$ cat config.mk
export PLATFORM = sky130hd
export DESIGN_NAME = fp_stack_rf
export DESIGN_NICKNAME = d
export VERILOG_FILES = /design/src/rtl/fp_stack_rf.sv
export SDC_FILE = /design/constraint.sdc
export NUM_CORES = 2
export LEC_CHECK = 0
export BUFFER_PORTS_ARGS = -buffer_cell sky130_fd_sc_hd__buf_2
export CAP_MARGIN = 40
export CORE_ASPECT_RATIO = 2
export CORE_UTILIZATION = 40
export DETAILED_ROUTE_END_ITERATION = 8
export SLEW_MARGIN = 10
export SYNTH_ARGS = -nofsm -noshare
export SYNTH_HDL_FRONTEND = slang
export SYNTH_SLANG_ARGS = --single-unit
$ cat constraint.sdc
create_clock -name clk -period 21.5 [get_ports clk]
set_clock_uncertainty 0.15 [all_clocks]
set_input_delay 1.075 -clock clk [delete_from_list [all_inputs] [get_ports clk]]
set_output_delay 1.075 -clock clk [all_outputs]
set_load 0.05 [all_outputs]
$ cat src/rtl/fp_stack_rf.sv
module fp_stack_rf #(
  parameter int DW   = 80,
  parameter int SW   = 64,
  parameter int NREG = 8
) (
  input  logic                 clk,
  input  logic                 rst,
  input  logic [2:0]           op,
  input  logic [$clog2(NREG)-1:0] idx,
  input  logic [DW-1:0]        wdata,
  output logic [DW-1:0]        rdata,
  output logic [$clog2(NREG)-1:0] top,
  output logic [2*NREG-1:0]    tags,
  output logic                 ovf,
  output logic                 unf
);
  localparam int AW = $clog2(NREG);
  localparam int EW = DW - SW - 1;
  localparam logic [2:0] OP_PUSH = 3'd1, OP_POP = 3'd2, OP_XCH = 3'd3,
                         OP_READ = 3'd4, OP_SWR = 3'd5, OP_SRD = 3'd6, OP_CLR = 3'd7;
  localparam logic [1:0] T_VAL = 2'b00, T_ZERO = 2'b01, T_SPEC = 2'b10, T_EMPTY = 2'b11;

  logic [DW-1:0] regs [NREG];
  logic [1:0]    tg   [NREG];
  logic [AW-1:0] tp;

  function automatic logic [1:0] class_of(input logic [DW-1:0] v);
    logic [EW-1:0] e;
    logic [SW-1:0] m;
    e = v[DW-2:SW];
    m = v[SW-1:0];
    if (e == '0 && m == '0)        class_of = T_ZERO;
    else if (&e || e == '0)        class_of = T_SPEC;
    else                           class_of = T_VAL;
  endfunction

  wire [AW-1:0] dn  = tp - 1'b1;
  wire [AW-1:0] rel = tp + idx;

  wire push_f = (op == OP_PUSH) && (tg[dn] != T_EMPTY);
  wire pop_f  = (op == OP_POP)  && (tg[tp] == T_EMPTY);
  wire rd_f   = (op == OP_READ) && (tg[rel] == T_EMPTY);
  wire xch_f  = (op == OP_XCH)  && ((tg[tp] == T_EMPTY) || (tg[rel] == T_EMPTY));

  assign rdata = (op == OP_SRD) ? {{(DW-SW){1'b0}}, regs[idx][SW-1:0]} : regs[rel];
  assign top   = tp;

  for (genvar k = 0; k < NREG; k++) begin : g_tags
    assign tags[2*k+1:2*k] = tg[k];
  end

  always_ff @(posedge clk) begin
    if (rst) begin
      tp  <= '0;
      ovf <= 1'b0;
      unf <= 1'b0;
      for (int k = 0; k < NREG; k++) tg[k] <= T_EMPTY;
    end else begin
      ovf <= push_f;
      unf <= pop_f | rd_f | xch_f;
      case (op)
        OP_PUSH: if (!push_f) begin
          tp       <= dn;
          regs[dn] <= wdata;
          tg[dn]   <= class_of(wdata);
        end
        OP_POP: if (!pop_f) begin
          tg[tp] <= T_EMPTY;
          tp     <= tp + 1'b1;
        end
        OP_XCH: if (!xch_f) begin
          regs[tp]  <= regs[rel];
          regs[rel] <= regs[tp];
          tg[tp]    <= tg[rel];
          tg[rel]   <= tg[tp];
        end
        OP_SWR: begin
          regs[idx] <= {{(DW-SW){1'b1}}, wdata[SW-1:0]};
          tp        <= '0;
          for (int k = 0; k < NREG; k++) tg[k] <= T_VAL;
        end
        OP_CLR: for (int k = 0; k < NREG; k++) tg[k] <= T_EMPTY;
        default: ;
      endcase
    end
  end

  assert_reset_state_R1: assert property (@(posedge clk)
    rst |=> (tp == '0 && (&tags) && !ovf && !unf));
  assert_push_moves_top_R3: assert property (@(posedge clk) disable iff (rst)
    (op == OP_PUSH && !push_f) |=> tp == AW'($past(tp) - 1'b1));
  assert_no_overflow_R3: assert property (@(posedge clk) disable iff (rst)
    ovf |-> ($stable(tp) && $stable(tags)));
  assert_pop_moves_top_R4: assert property (@(posedge clk) disable iff (rst)
    (op == OP_POP && !pop_f) |=> tp == AW'($past(tp) + 1'b1));
  assert_no_underflow_R4: assert property (@(posedge clk) disable iff (rst)
    unf |-> ($stable(tp) && $stable(tags)));
  assert_simd_write_R7: assert property (@(posedge clk) disable iff (rst)
    (op == OP_SWR) |=> (tp == '0 && tags == '0 && !ovf && !unf));
  assert_clear_R9: assert property (@(posedge clk) disable iff (rst)
    (op == OP_CLR) |=> ((&tags) && $stable(tp)));
  assert_flags_exclusive_R10: assert property (@(posedge clk) disable iff (rst)
    !(ovf && unf));
endmodule

# Word level (Yosys, flattened, before mapping)
# Memory sizes are Yosys's and may differ from the RTL's. A register that Yosys moved wholly into a read port is not among the register bits.
# Cells that the tools add are included.
# classes
eq_ne	12
n_bitwise	19
n_div	0
n_mul	0
muxes	65
n_reduce_logical	17
shift	0
addsub	3
n_lt_le_gt_ge	0
# ops
op	n
2-to-1 mux 80 bit	3
OR reduction 80 bit	2
logical NOT 64 bit	1
2-to-1 mux 2 bit	25
2-to-1 mux 3 bit	11
2-to-1 mux 1 bit	25
OR 1 bit	19
logical NOT 15 bit	1
AND reduction 15 bit	1
== test 3 bit, second input constant	4
one-hot mux 3 bit (3 select lines)	1
== test 3 x 2 -> 1 bit, second input constant	2
!= test 2 bit, second input constant	3
OR reduction 2 bit	3
logical AND 1 bit	5
== test 2 bit, second input constant	2
adder 3 x 1 -> 3 bit, second input constant	1
adder 3 bit	1
== test 3 x 1 -> 1 bit, second input constant	1
AND reduction 3 bit	1
nonzero test 3 bit	1
subtractor 3 x 1 -> 3 bit, second input constant	1
logical OR 1 bit	2
# word_totals
mem_bits_ro	0
input_bits	88
out_inout_bits	101
latch_bits	0
n_memories	2
wordCells	121
reg_bits	5
ramBits	656
# mem_list
memory	words	word_bits	rd	rd_ports_with_merged_regs	write_ports	line_no	source
regs	8	80	3	1	2	23	logic [DW-1:0] regs [NREG];
tg	8	2	11	1	8	24	logic [1:0] tg [NREG];

# Depth between registers and ports, before layout
# An unclocked memory read counts as a cell.
# depth
ltp_word	12
mapped_depth	13
ltp_nobuf	9

# Worst setup path after synthesis
# OpenSTA, ideal clock, no wires.
# synth_timing
path_kind	input -> register
from	input idx[0]
to	memory regs[1][0] (enable)
cell_stages	10
path_buffers	1
path_slack_ps	12054
required_time_ps	20721
setup_ps	629
t_arrival_ps	8667
path_cell_list	ha_1 > fa_1 > buf_2 > mux4_2 > nand3_1 > nand3_2 > o21ai_0 > xnor2_1 > o21ai_0 > o21ai_0
# synth_rtl
item	line_no	source
start: declaration	9	input logic [$clog2(NREG)-1:0] idx,
end: declaration	23	

# Final worst setup path
# layout_timing
from	input idx[0]
to	output rdata[1]
# layout_between
elab_chain_cells	3
# layout_lines
item	line_no	source
adder 3 bit	38	wire [AW-1:0] rel = tp + idx;
memory (8 x 80 bit) (*)	--	
2-to-1 mux 80 bit (*)	45	assign rdata = (op == OP_SRD) ? {{(DW-SW){1'b0}}, regs[idx][SW-1:0]} : regs[rel];
end: declaration	11	output logic [DW-1:0] rdata,
# Mark *: on every way between the ends. The rest lies on a longest branch, timed or not.

==> metrics.md <==
| Metric | Value |
|---|---|
| Final number of setup-violating endpoints | 0 |
| Number of CTS-inserted buffers | 60 |
| Min Tclk post-route | roughly 7.5 ns |
| Post-synthesis share of cell area spent on xor and xnor gates | 0.1271% |
| Synth Area in Compound Gates | between 10% and 20% |
| Source-to-sink clock delay at the later pin of the worst-skew pair | between 0.6 and 0.7 ns |
| Clock tree from TritonCTS | built |
| Data required time of the critical path | just over 20 ns |
| Synthesis-stage register bit count | approximately 660 |
| Sequential element share of the synthesized area | 44.85% |
| Clock transition at the registers of the reported paths | approximately 0.07 ns |
| Number of vias after detailed routing | 33430 |
| Placed cell count | approximately 4800 |
| Dominant combinational cell family by area after synthesis | multiplexers |
| Synth Instances | roughly 3400 |
| Num rows | 172 |
| Status | finished clean |
| Number of nets in the final layout | between 3000 and 4000 |
| First-pass GRT wire length | around 240000 µm |
| Transition time of the tightest slew-check pin | 1.003 ns |
| Total routing usage reported by global routing | slightly below 30% |
| Proportion of layout cells with a drive suffix above 1 | between 20% and 30% |
| Hold-fix buffers at CTS | 0 |
| Combined area of all synthesized cells | 44280 µm² |
| Maximum capacitance violations | 0 |
| Signal arrival time at the worst endpoint | 6.30 ns |
| Worst ir drop on vdd | roughly 0.08 mV |
| Net Switching | 1.459 mW |
| Port buffer count | roughly 190 |
| Number of global-route vias before repair | 34170 |
| Max-slew violations | 0 |
| Last weighted congestion value of the routability-driven placer | ~0.9 |
| Die area | around 110000 µm² |
| F_max | 0.1328 GHz |
| Simple-gate share of the synthesized area | ~6.5% |
| Most area-consuming cells after synthesis | edfxtp_1, mux4_2, mux2i_1, a21oi_1, a211oi_1 |
| Core outline area | between 100000 and 150000 µm² |
| Total I/O pin count | between 150 and 200 |
| Top cells by count, synth | edfxtp_1, mux2i_1, mux4_2, a21oi_1, nor2_1 |
| Initial Util | just over 40% |
| TritonCTS sink count | approximately 660 |
| Highest cell delay on the worst timing path | roughly 0.61 ns |
| Final instance count without filler cells | roughly 4900 |
| Cell-internal power | 2.503 mW |
| Average size of a mapped cell | 13.06 µm² |
| Static Leak | approximately 19 nW |
| Post-Place Worst Slack | between 10 and 15 ns |
| Post-synthesis share of cell area spent on full adders, half adders and majority gates | 0.1300% |
| Number of nets in the synthesized netlist | between 3000 and 4000 |
| Routed length per instance | 34.02 µm |
| Yosys warns | 0 |
| Maximum level of the CTS H-tree | 2 |
| Pwr Density | about 81 nW/µm² |
| Final Util | 44.68% |
| Type of the setup path with the least slack | input pin to output pin |
| Number of antenna violations at the first check in global routing | 11 |
| DRT Wirelength | 166000 µm |
| Startpoint type of the worst setup path | input pin |
| Yosys cell types | 76 |
| Top-area cell type share of the netlist area | 44.48% |
| Most common cell in the netlist | edfxtp_1 |
| Overall die width | between 200 and 250 µm |
| Sum of overflow across all layers after global routing | 0 |
| Net switching fraction of the power | 36.82% |
| Share of total power in the clock network | between 20% and 30% |
| Detail Placement HPWL | around 100000 µm |
| Top Family by Delay on Critical Path | buffers and inverters |
| Maximum number of pins on one net before global-route repair | 101 |
| Cts repair resizes | 0 |
| Multiplexer area fraction after synthesis | about a third |
| Post-detailed-route count of antenna-violating nets | 0 |
| Normalized max-slew margin | 33.11% |
| Cell-by-cell listing of the critical path | buf_8 -> ha_4 -> fa_4 -> xor3_4 -> buf_4 -> nand2_2 -> nor2_4 -> buf_4 -> a222oi_1 -> clkbuf_2 -> a21oi_1 -> buf_2 |
| Buf+Inv Stages, Crit Path | 5 |
| Via density per instance | between 6 and 7 |
| Most Frequent Cell on Critical Path | buf_4 |
| Most instantiated flip-flop cell in the synthesis netlist | edfxtp_1 |
| Final Hold Vio Count | 0 |
| Sum of negative setup slack | 0 ns |
| Sequential fraction of design power | between 30% and 40% |
| Final period util | around a third |
| DRT Pass-1 Iters | 6 |
| Library cell with the largest summed area after synthesis | edfxtp_1 |
| FFs w/ async S/R, synth | 0% |
| Number of enable flip-flop cells after synthesis | ~660 |
| PnR worst setup slack | around 14 ns |
| Clock tree buffer depth | 3 |
| Relative contribution of combinational cells to total power | 32.8% |
| DRC | 0 |
| RSZ-0062 raised after global routing | no |
| Worst setup EP type | output pin |
| Cell at the slowest stage of the critical path | xor3_4 |
| Vertical die dimension | between 400 and 500 µm |
| # Post-CTS Setup Buffers | 0 |
| Maximum fanout along the worst path | 60 |
| DRC violation total after the first TritonRoute iteration | approximately 3800 |
| Area growth from synthesis to layout | 10.74% |
| Class of the tightest hold or removal check | input pin to flop |
| Root Driver | clkbuf_16 |
## kinds of logic after synthesis
| family | after synthesis |
|---|---|
| AOI/OAI and AO/OA | 805 |
| xor gates and xnor gates | 3 |
| adders and majority gates | 4 |
| buffers and inverters | 335 |
| DFF | 664 |
| muxes | 959 |
| and+or+nand+nor | 622 |
## routing by layer
layer | vias up | global-route usage, % | wire length [µm]
met5 | - | 0 | 46
met4 | 6 | 17.38 | 10700
met3 | 530 | 4.890 | 14250
met2 | 1985 | 50.61 | 83060
met1 | 17090 | 33.64 | 57950
li1 | 13810 | - | -
## state kept, by name, indices dropped and copies added (netlist names), named ones only
name,flops
ovf,1
regs,640
tg,16
top,3
unf,1
## layout make-up
| class | count | area (µm²) |
|---|---|---|
| fillers | 9954 | 60710 |
| multi-input cells | 2393 | 23160 |
| flip-flops and latches | 664 | 19870 |
| repair buffers | 293 | 2117 |
| well taps | 1392 | 1742 |
| clock buffers | 69 | 1597 |
| clock inverters | 45 | 469.2 |
| inverters | 18 | 71.32 |
| diodes | 6 | 15.01 |
## power groups by stage
stage	clock network (mW)	logic, mW	registers, mW
3_3_place_gp	0	1.26	1.51
2_1_floorplan	0	0.892	1.50
4_1_cts	1.19	1.29	1.48
5_1_grt	1.22	1.37	1.49
3_5_place_dp	0	1.29	1.51
6_report	1.18	1.30	1.48
## final timing paths
| path | start | to | slack, ns | cells past startpoint |
|---|---|---|---|---|
| hold reg to reg | top[2]$_SDFFE_PP0P_ | flop | 0.65 | 2 |
| setup / recovery | idx[0] | rdata[1] | 13.97 | 12 |
| setup reg to reg | top[0]$_SDFFE_PP0P_ | regs[6][10]$_DFFE_PP_ | 14.68 | 12 |
| hold / removal | rst | flop | 0.59 | 2 |
## worst register-to-register path, delay by kind of cell (launching register included)
family	cells	cell delay [ns]
muxes	1	0.39
and+or+nand+nor	4	1.27
DFF	1	0.55
buffers and inverters	3	1.75
AOI/OAI and AO/OA	2	0.97
adders and majority gates	2	1.30
## placed cells by master (no fill, tap or decap), types with 11 or more instances in the layout
cell type	Yosys	layout
edfxtp_1	656	656
mux2i_1	580	580
mux4_2	350	350
a21oi_1	238	238
nor2_1	228	225
buf_2	129	189
nand2_1	159	151
a211oi_1	119	119
o21ai_0	89	87
buf_4	5	75
nor2b_1	69	69
clkbuf_16	0	61
a22oi_1	60	60
a21o_1	56	56
a21oi_4	48	48
nand3_1	43	41
and3_1	31	31
mux2_2	29	29
nor4_1	27	26
clkinv_2	0	20
a221oi_1	20	20
a22o_1	20	20
o2bb2ai_1	19	19
inv_1	16	16
nor3_1	18	15
o22ai_1	14	14
buf_16	0	13
o211ai_1	11	11
a222oi_1	11	11
## metrics by stage
stage | hold slack, ns | power, mW | instance area (µm²)
final | 0.5909 | 3.962 | 49040
after detailed placement | 0.6232 | 2.798 | 46900
after CTS | 0.5594 | 3.959 | 48970
after global placement | 0.5917 | 2.777 | 46410
after global routing | 0.6070 | 4.071 | 49030
after floorplan | 0.5469 | 2.396 | 44280
(Power assumes the default switching activity.)
